[config.mk]
export PLATFORM = sky130hd
export DESIGN_NAME = irq_vector_ctrl
export DESIGN_NICKNAME = d
export VERILOG_FILES = /design/src/rtl/irqc_pkg.sv /design/src/rtl/irqc_regs.sv /design/src/rtl/irqc_prio.sv /design/src/rtl/irqc_seq.sv /design/src/rtl/irq_vector_ctrl.sv
export SDC_FILE = /design/constraint.sdc
export NUM_CORES = 1
export LEC_CHECK = 0
export ABC_AREA = 1
export BUFFER_PORTS_ARGS = -buffer_cell sky130_fd_sc_hd__buf_4
export CAP_MARGIN = 20
export CORE_MARGIN = 2
export CORE_UTILIZATION = 45
export CTS_CLUSTER_SIZE = 20
export DETAILED_ROUTE_END_ITERATION = 8
export GPL_TIMING_DRIVEN = 0
export PLACE_DENSITY = 0.73
export SLEW_MARGIN = 20
export SYNTH_ARGS = -nofsm -noshare
export SYNTH_HDL_FRONTEND = slang
export SYNTH_SLANG_ARGS = --single-unit
[constraint.sdc]
create_clock -name clk -period 2.14 [get_ports clk]
set_input_delay 0.214 -clock clk [delete_from_list [all_inputs] [get_ports clk]]
set_output_delay 0.214 -clock clk [all_outputs]
set_load 0.02 [all_outputs]
[src/rtl/irqc_pkg.sv]
package irqc_pkg;

    localparam int unsigned IRQ_SRC_N  = 4;
    localparam int unsigned IRQ_IDX_W  = $clog2(IRQ_SRC_N);
    localparam int unsigned IRQ_DATA_W = 8;
    localparam int unsigned IRQ_VEC_W  = 8;

    localparam logic [IRQ_VEC_W-1:0] IRQ_VEC_BASE = 8'h08;
    localparam logic [IRQ_VEC_W-1:0] IRQ_VEC_STEP = 8'h04;

    // bit i set: source i also needs the serial-bus enable
    localparam logic [IRQ_SRC_N-1:0] IRQ_BUS_GATED = 4'b1100;

    typedef enum logic [1:0] {
        SEQ_IDLE = 2'd0,
        SEQ_CALL = 2'd1,
        SEQ_WAIT = 2'd2
    } seq_state_t;

    function automatic logic [IRQ_VEC_W-1:0] vec_of(input logic [IRQ_IDX_W-1:0] idx);
        return IRQ_VEC_BASE + IRQ_VEC_STEP * IRQ_VEC_W'(idx);
    endfunction

endpackage

[src/rtl/irqc_regs.sv]
module irqc_regs
    import irqc_pkg::*;
#(
    parameter int unsigned NSRC = IRQ_SRC_N,
    parameter int unsigned DW   = IRQ_DATA_W,
    parameter int unsigned IW   = IRQ_IDX_W
) (
    input  logic            clk,
    input  logic            rst_n,
    input  logic [NSRC-1:0] evt_i,
    input  logic            wr_i,
    input  logic            rd_i,
    input  logic            addr_i,
    input  logic [DW-1:0]   wdata_i,
    input  logic            svc_i,
    input  logic [IW-1:0]   svc_idx_i,
    output logic [NSRC-1:0] flag_o,
    output logic [NSRC-1:0] en_o,
    output logic            gie_o,
    output logic            bus_o,
    output logic [DW-1:0]   rdata_o
);

    localparam int unsigned GIE_BIT = 0;
    localparam int unsigned BUS_BIT = 1;
    localparam int unsigned EN_LSB  = 2;
    localparam int unsigned EN_MSB  = EN_LSB + NSRC - 1;

    logic          wr_en_reg;
    logic          wr_flag_reg;
    logic [DW-1:0] img_en;
    logic [DW-1:0] img_flag;
    logic          unused_wbits;

    assign wr_en_reg    = wr_i && (addr_i == 1'b0);
    assign wr_flag_reg  = wr_i && (addr_i == 1'b1);
    assign unused_wbits = ^wdata_i[DW-1:EN_MSB+1];

    // per-source pending flag and enable
    // priority on a flag: event set > acknowledge clear > software write
    for (genvar s = 0; s < NSRC; s++) begin : g_src
        always_ff @(posedge clk or negedge rst_n) begin
            if (!rst_n) begin
                flag_o[s] <= 1'b0;
            end else if (evt_i[s]) begin
                flag_o[s] <= 1'b1;
            end else if (svc_i && (svc_idx_i == IW'(s))) begin
                flag_o[s] <= 1'b0;
            end else if (wr_flag_reg) begin
                flag_o[s] <= wdata_i[s];
            end
        end

        always_ff @(posedge clk or negedge rst_n) begin
            if (!rst_n) begin
                en_o[s] <= 1'b0;
            end else if (wr_en_reg) begin
                en_o[s] <= wdata_i[EN_LSB+s];
            end
        end
    end

    // global enable: the acknowledge clear wins over a software write
    always_ff @(posedge clk or negedge rst_n) begin
        if (!rst_n) begin
            gie_o <= 1'b0;
        end else if (svc_i) begin
            gie_o <= 1'b0;
        end else if (wr_en_reg) begin
            gie_o <= wdata_i[GIE_BIT];
        end
    end

    always_ff @(posedge clk or negedge rst_n) begin
        if (!rst_n) begin
            bus_o <= 1'b0;
        end else if (wr_en_reg) begin
            bus_o <= wdata_i[BUS_BIT];
        end
    end

    // read images
    always_comb begin
        img_en          = '0;
        img_en[GIE_BIT] = gie_o;
        img_en[BUS_BIT] = bus_o;
        img_en[EN_MSB:EN_LSB] = en_o;
        img_flag             = '0;
        img_flag[NSRC-1:0]   = flag_o;
    end

    always_ff @(posedge clk or negedge rst_n) begin
        if (!rst_n) begin
            rdata_o <= '0;
        end else if (rd_i) begin
            rdata_o <= addr_i ? img_flag : img_en;
        end
    end

endmodule

[src/rtl/irqc_prio.sv]
module irqc_prio
    import irqc_pkg::*;
#(
    parameter int unsigned     NSRC      = IRQ_SRC_N,
    parameter int unsigned     IW        = IRQ_IDX_W,
    parameter logic [NSRC-1:0] BUS_GATED = IRQ_BUS_GATED
) (
    input  logic [NSRC-1:0] flag_i,
    input  logic [NSRC-1:0] en_i,
    input  logic            gie_i,
    input  logic            bus_i,
    input  logic            stack_full_i,
    output logic            any_o,
    output logic [IW-1:0]   idx_o
);

    logic [NSRC-1:0] elig;

    for (genvar s = 0; s < NSRC; s++) begin : g_elig
        if (BUS_GATED[s]) begin : g_bus
            assign elig[s] = gie_i && en_i[s] && flag_i[s] && bus_i && !stack_full_i;
        end else begin : g_plain
            assign elig[s] = gie_i && en_i[s] && flag_i[s] && !stack_full_i;
        end
    end

    // lowest index (lowest vector) wins: scan downward so the last hit stays
    always_comb begin
        idx_o = '0;
        for (int s = NSRC - 1; s >= 0; s--) begin
            if (elig[s]) begin
                idx_o = IW'(s);
            end
        end
    end

    assign any_o = |elig;

endmodule

[src/rtl/irqc_seq.sv]
module irqc_seq
    import irqc_pkg::*;
#(
    parameter int unsigned IW = IRQ_IDX_W,
    parameter int unsigned VW = IRQ_VEC_W
) (
    input  logic          clk,
    input  logic          rst_n,
    input  logic          any_i,
    input  logic [IW-1:0] idx_i,
    input  logic          ack_i,
    output seq_state_t    state_o,
    output logic          req_o,
    output logic [VW-1:0] vec_o,
    output logic          svc_o,
    output logic [IW-1:0] svc_idx_o
);

    seq_state_t    state_q;
    seq_state_t    state_d;
    logic [IW-1:0] src_q;

    // state register
    always_ff @(posedge clk or negedge rst_n) begin
        if (!rst_n) begin
            state_q <= SEQ_IDLE;
        end else begin
            state_q <= state_d;
        end
    end

    // source latched on the take transition
    always_ff @(posedge clk or negedge rst_n) begin
        if (!rst_n) begin
            src_q <= '0;
        end else if ((state_q == SEQ_IDLE) && any_i) begin
            src_q <= idx_i;
        end
    end

    // transitions: take, issue, ack
    always_comb begin
        state_d = state_q;
        unique case (state_q)
            SEQ_IDLE: if (any_i) state_d = SEQ_CALL;
            SEQ_CALL: state_d = SEQ_WAIT;
            SEQ_WAIT: if (ack_i) state_d = SEQ_IDLE;
            default:  state_d = SEQ_IDLE;
        endcase
    end

    // outputs
    always_comb begin
        req_o     = 1'b0;
        vec_o     = '0;
        svc_o     = 1'b0;
        svc_idx_o = src_q;
        unique case (state_q)
            SEQ_IDLE: ;
            SEQ_CALL: begin
                req_o = 1'b1;
                vec_o = vec_of(src_q);
            end
            SEQ_WAIT: svc_o = ack_i;
            default:  ;
        endcase
    end

    assign state_o = state_q;

endmodule

[src/rtl/irq_vector_ctrl.sv]
module irq_vector_ctrl
    import irqc_pkg::*;
(
    input  logic                  clk,
    input  logic                  rst_n,
    input  logic                  tmr_ovf_i,
    input  logic                  adc_done_i,
    input  logic                  spi_a_done_i,
    input  logic                  spi_b_done_i,
    input  logic                  stack_full_i,
    input  logic                  call_ack_i,
    input  logic                  reg_wr_i,
    input  logic                  reg_rd_i,
    input  logic                  reg_addr_i,
    input  logic [IRQ_DATA_W-1:0] reg_wdata_i,
    output logic [IRQ_DATA_W-1:0] reg_rdata_o,
    output logic                  call_req_o,
    output logic [IRQ_VEC_W-1:0]  call_vec_o,
    output logic                  wake_o
);

    logic [IRQ_SRC_N-1:0] evt;
    logic [IRQ_SRC_N-1:0] flag_q;
    logic [IRQ_SRC_N-1:0] en_q;
    logic                 gie_q;
    logic                 bus_q;
    logic                 take_any;
    logic [IRQ_IDX_W-1:0] take_idx;
    logic                 svc;
    logic [IRQ_IDX_W-1:0] svc_idx;
    seq_state_t           seq_state;

    // source order fixes both priority and vector
    assign evt = {spi_b_done_i, spi_a_done_i, adc_done_i, tmr_ovf_i};

    irqc_regs #(
        .NSRC (IRQ_SRC_N),
        .DW   (IRQ_DATA_W),
        .IW   (IRQ_IDX_W)
    ) u_regs (
        .clk       (clk),
        .rst_n     (rst_n),
        .evt_i     (evt),
        .wr_i      (reg_wr_i),
        .rd_i      (reg_rd_i),
        .addr_i    (reg_addr_i),
        .wdata_i   (reg_wdata_i),
        .svc_i     (svc),
        .svc_idx_i (svc_idx),
        .flag_o    (flag_q),
        .en_o      (en_q),
        .gie_o     (gie_q),
        .bus_o     (bus_q),
        .rdata_o   (reg_rdata_o)
    );

    irqc_prio #(
        .NSRC      (IRQ_SRC_N),
        .IW        (IRQ_IDX_W),
        .BUS_GATED (IRQ_BUS_GATED)
    ) u_prio (
        .flag_i       (flag_q),
        .en_i         (en_q),
        .gie_i        (gie_q),
        .bus_i        (bus_q),
        .stack_full_i (stack_full_i),
        .any_o        (take_any),
        .idx_o        (take_idx)
    );

    irqc_seq #(
        .IW (IRQ_IDX_W),
        .VW (IRQ_VEC_W)
    ) u_seq (
        .clk       (clk),
        .rst_n     (rst_n),
        .any_i     (take_any),
        .idx_i     (take_idx),
        .ack_i     (call_ack_i),
        .state_o   (seq_state),
        .req_o     (call_req_o),
        .vec_o     (call_vec_o),
        .svc_o     (svc),
        .svc_idx_o (svc_idx)
    );

    assign wake_o = |(flag_q & en_q);

endmodule

==> results.ini <==
[outcome]
status = complete, no violations

[min_path]
hp-class = in2reg
whs_path_depth = 2
hold_path_end = u_seq.state_o[1]
hold_start = call_ack_i

[critical_path]
startpoint_type = register
cp.arrival_ns = 1.24
critPathCaptureType = primary output
regToRegSetupSlack_ns = 1.09
regToRegStartpoint = u_seq.state_o[0]
crit_fanout = 4
worstRegToRegCells = 4
rr_endpoint = u_regs.flag_o[2]
required_ns = 1.93
crit_start = u_seq.state_o[1]
crit_type = reg2out

[sta]
fin_setup_tns_ns = 0
setup_violations = 0
hold_violations = 0
skew_ns = 0.00544
fmax_mhz = 689
rsz0062_at_grt = false
fin_crit_ns = 1.45
finalMaxSlewViolations = 0
final.period_utilization_pct = 67.9

[placement]
place_hpwl_mm = 1.64
port_buffers = 27
dpl.cell_count = 186
place_congestion = 0.872

[power_and_ir_drop]
ir_drop_v = 0.000476
power.density_mw_per_mm2 = 876
switching_share_pct = 33.5
leakage_nw = 0.736
p_switching_mw = 0.399
clkPwrFrac_pct = 26.5
internal_power_mw = 0.791
seq_power_share_pct = 43.6
p_comb_share_pct = 29.9

[logic_synthesis]
ys_seq_area_share_pct = 48.3
yosysTopAreaCell = dfrtp_1
synth_area_mm2 = 0.00104
ys_seq_elements = 20
synthDominantCellAreaShare_pct = 48.3
syn_inst = 125
yosysWarnings = 0
synth_area_leaders = dfrtp_1, nand2_1, inv_1, buf_4, nand3_1
ys_types = 20
avgSynthCellArea_um2 = 8.29

[detailed_routing]
routed_wl_mm = 2.13
post-route-drc-count = 0
drt_iter0_drc = 19
wl_per_cell_um = 11.2
firstDrtPassIters = 4
num_vias = 890
antenna_left = 0
vias_per_cell = 4.66

[final_layout]
area_growth_pct = 31.2
drive_above_1_share_pct = 28.2
n_antenna_cell = 0
fillCellCount = 192
stdcell_count = 191
multi_input_area_um2 = 435
seq_area_um2 = 500
finalNetCount = 183

[clocking]
postCtsSetupBuffers = 0
cts_max_path_buffers = 2
cts_htree_levels = 1
cts.sinks = 20
clk_pin_slew_ns = 0.12
clkLatencyLatePin_ns = 0.31
post_cts_resized = 0
tritoncts = built
ctsRootBufferMaster = clkbuf_4
cts_buffers = 3

[flow_run]
max_cap_viol_count = 0

[die]
fp.dieW_um = 52.0
row_count = 17
io_pins = 37
initial_core_util_pct = 47.3
core_area_mm2 = 0.00219
die-area_mm2 = 0.00270
die_height_um = 52.0

[global_routing]
grt_pass1_vias = 830
grt_pass1_wl_mm = 3.62
overflow = 0
track_usage_pct = 18.3
antenna_found_initial = 0
grt_max_degree = 21

[power by group through the flow]
stage	combinational [mW]	sequential [mW]	clock, mW
finish	0.356	0.519	0.315
global route	0.402	0.532	0.333
CTS	0.358	0.518	0.319
detailed placement	0.354	0.526	0
global placement	0.347	0.524	0
floorplan	0.215	0.532	0
[routing by layer]
| layer | global-route usage (%) | up-vias | wire length [µm] |
|---|---|---|---|
| met3 | 2.59 | 5 | 111 |
| li1 | - | 466 | - |
| met1 | 24.7 | 390 | 996 |
| met4 | 7.89 | 0 | 44 |
| met5 | 0 | - | 0 |
| met2 | 29.1 | 29 | 978 |
[area by class of cell]
class                      count  share of cell area (%)
timing repair buffer          28                    15.7
clock inverter                 1                    2.21
buffer                         8                    4.14
inverter                      17                    4.88
tap                           28                    2.58
clock buffer                   3                    1.66
multi-input combinational     86                    32.0
sequential                    20                    36.8
[flip-flops by register name, summed over array words and instances (netlist names)]
register,flops
u_seq.svc_idx_o,2
u_regs.en_o,4
u_regs.flag_o,4
u_regs.rdata_o,6
u_regs.bus_o,1
u_regs.gie_o,1
u_seq.state_o,2
[worst max-delay path by stage]
stage,end,slack (ns),cells past startpoint
2_1_floorplan,call_vec_o[2],0.76,3
3_3_place_gp,call_vec_o[2],1.09,4
3_5_place_dp,call_vec_o[2],1.07,4
4_1_cts,call_vec_o[2],0.69,4
5_1_grt,call_vec_o[2],0.56,4
6_report,call_vec_o[2],0.69,4
[through the flow]
stage	setup WS (ns)	util [%]	power [mW]	instance area, µm²	hold WS, ns
6_report	0.688	62.0	1.19	1360	0.0768
2_1_floorplan	0.762	-	0.747	1060	-0.0816
3_3_place_gp	1.09	59.2	0.871	1300	0.104
5_1_grt	0.558	62.0	1.27	1360	0.0884
3_5_place_dp	1.07	59.2	0.880	1300	0.105
4_1_cts	0.689	62.0	1.20	1360	0.0723
[what timing repair did]
action | CTS | global route
hold buffers | 1 | 0
endpoints found under the setup margin | 0 | 0
endpoints found under the hold margin | 20 | 0
[cell usage in the layout, fill, tap and decap left out, types with 2 or more instances in the layout]
cell	n
nand2_4	2
o21ai_0	7
inv_1	16
dfrtp_1	20
o21bai_2	3
clkbuf_4	3
a31oi_1	4
buf_4	34
o21ai_1	3
conb_1	7
mux2_4	2
nor3_1	4
nand2_1	28
a21oi_1	2
nand3_1	10
nor2_1	11
[cells by family after synthesis]
group / synth area share (%)
AOI/OAI and AO/OA: 12.9
buffers and inverters: 11.8
other: 0.362
DFF: 48.3
muxes: 2.90
and+or+nand+nor: 23.7
[worst max-delay path: stages, from the launching register on]
cell	delay [ns]
dfrtp_1	0.43
nor2_1	0.15
inv_1	0.10
nor2_1	0.10
buf_4	0.15
[cell usage after synthesis]
| cell | instances |
|---|---|
| dfrtp_1 | 20 |
| o21bai_1 | 1 |
| nand3_1 | 10 |
| nand2_4 | 2 |
| nor3_1 | 4 |
| mux2_4 | 2 |
| clkbuf_1 | 1 |
| nor2_1 | 11 |
| a21oi_1 | 2 |
| nand2_1 | 28 |
| o21ai_0 | 7 |
| nand4_1 | 1 |
| o21ai_1 | 3 |
| o21bai_2 | 3 |
| inv_4 | 1 |
| conb_1 | 1 |
| a21boi_0 | 1 |
| inv_1 | 16 |
| a31oi_1 | 4 |
| buf_4 | 7 |
(Power assumes the default switching activity.)
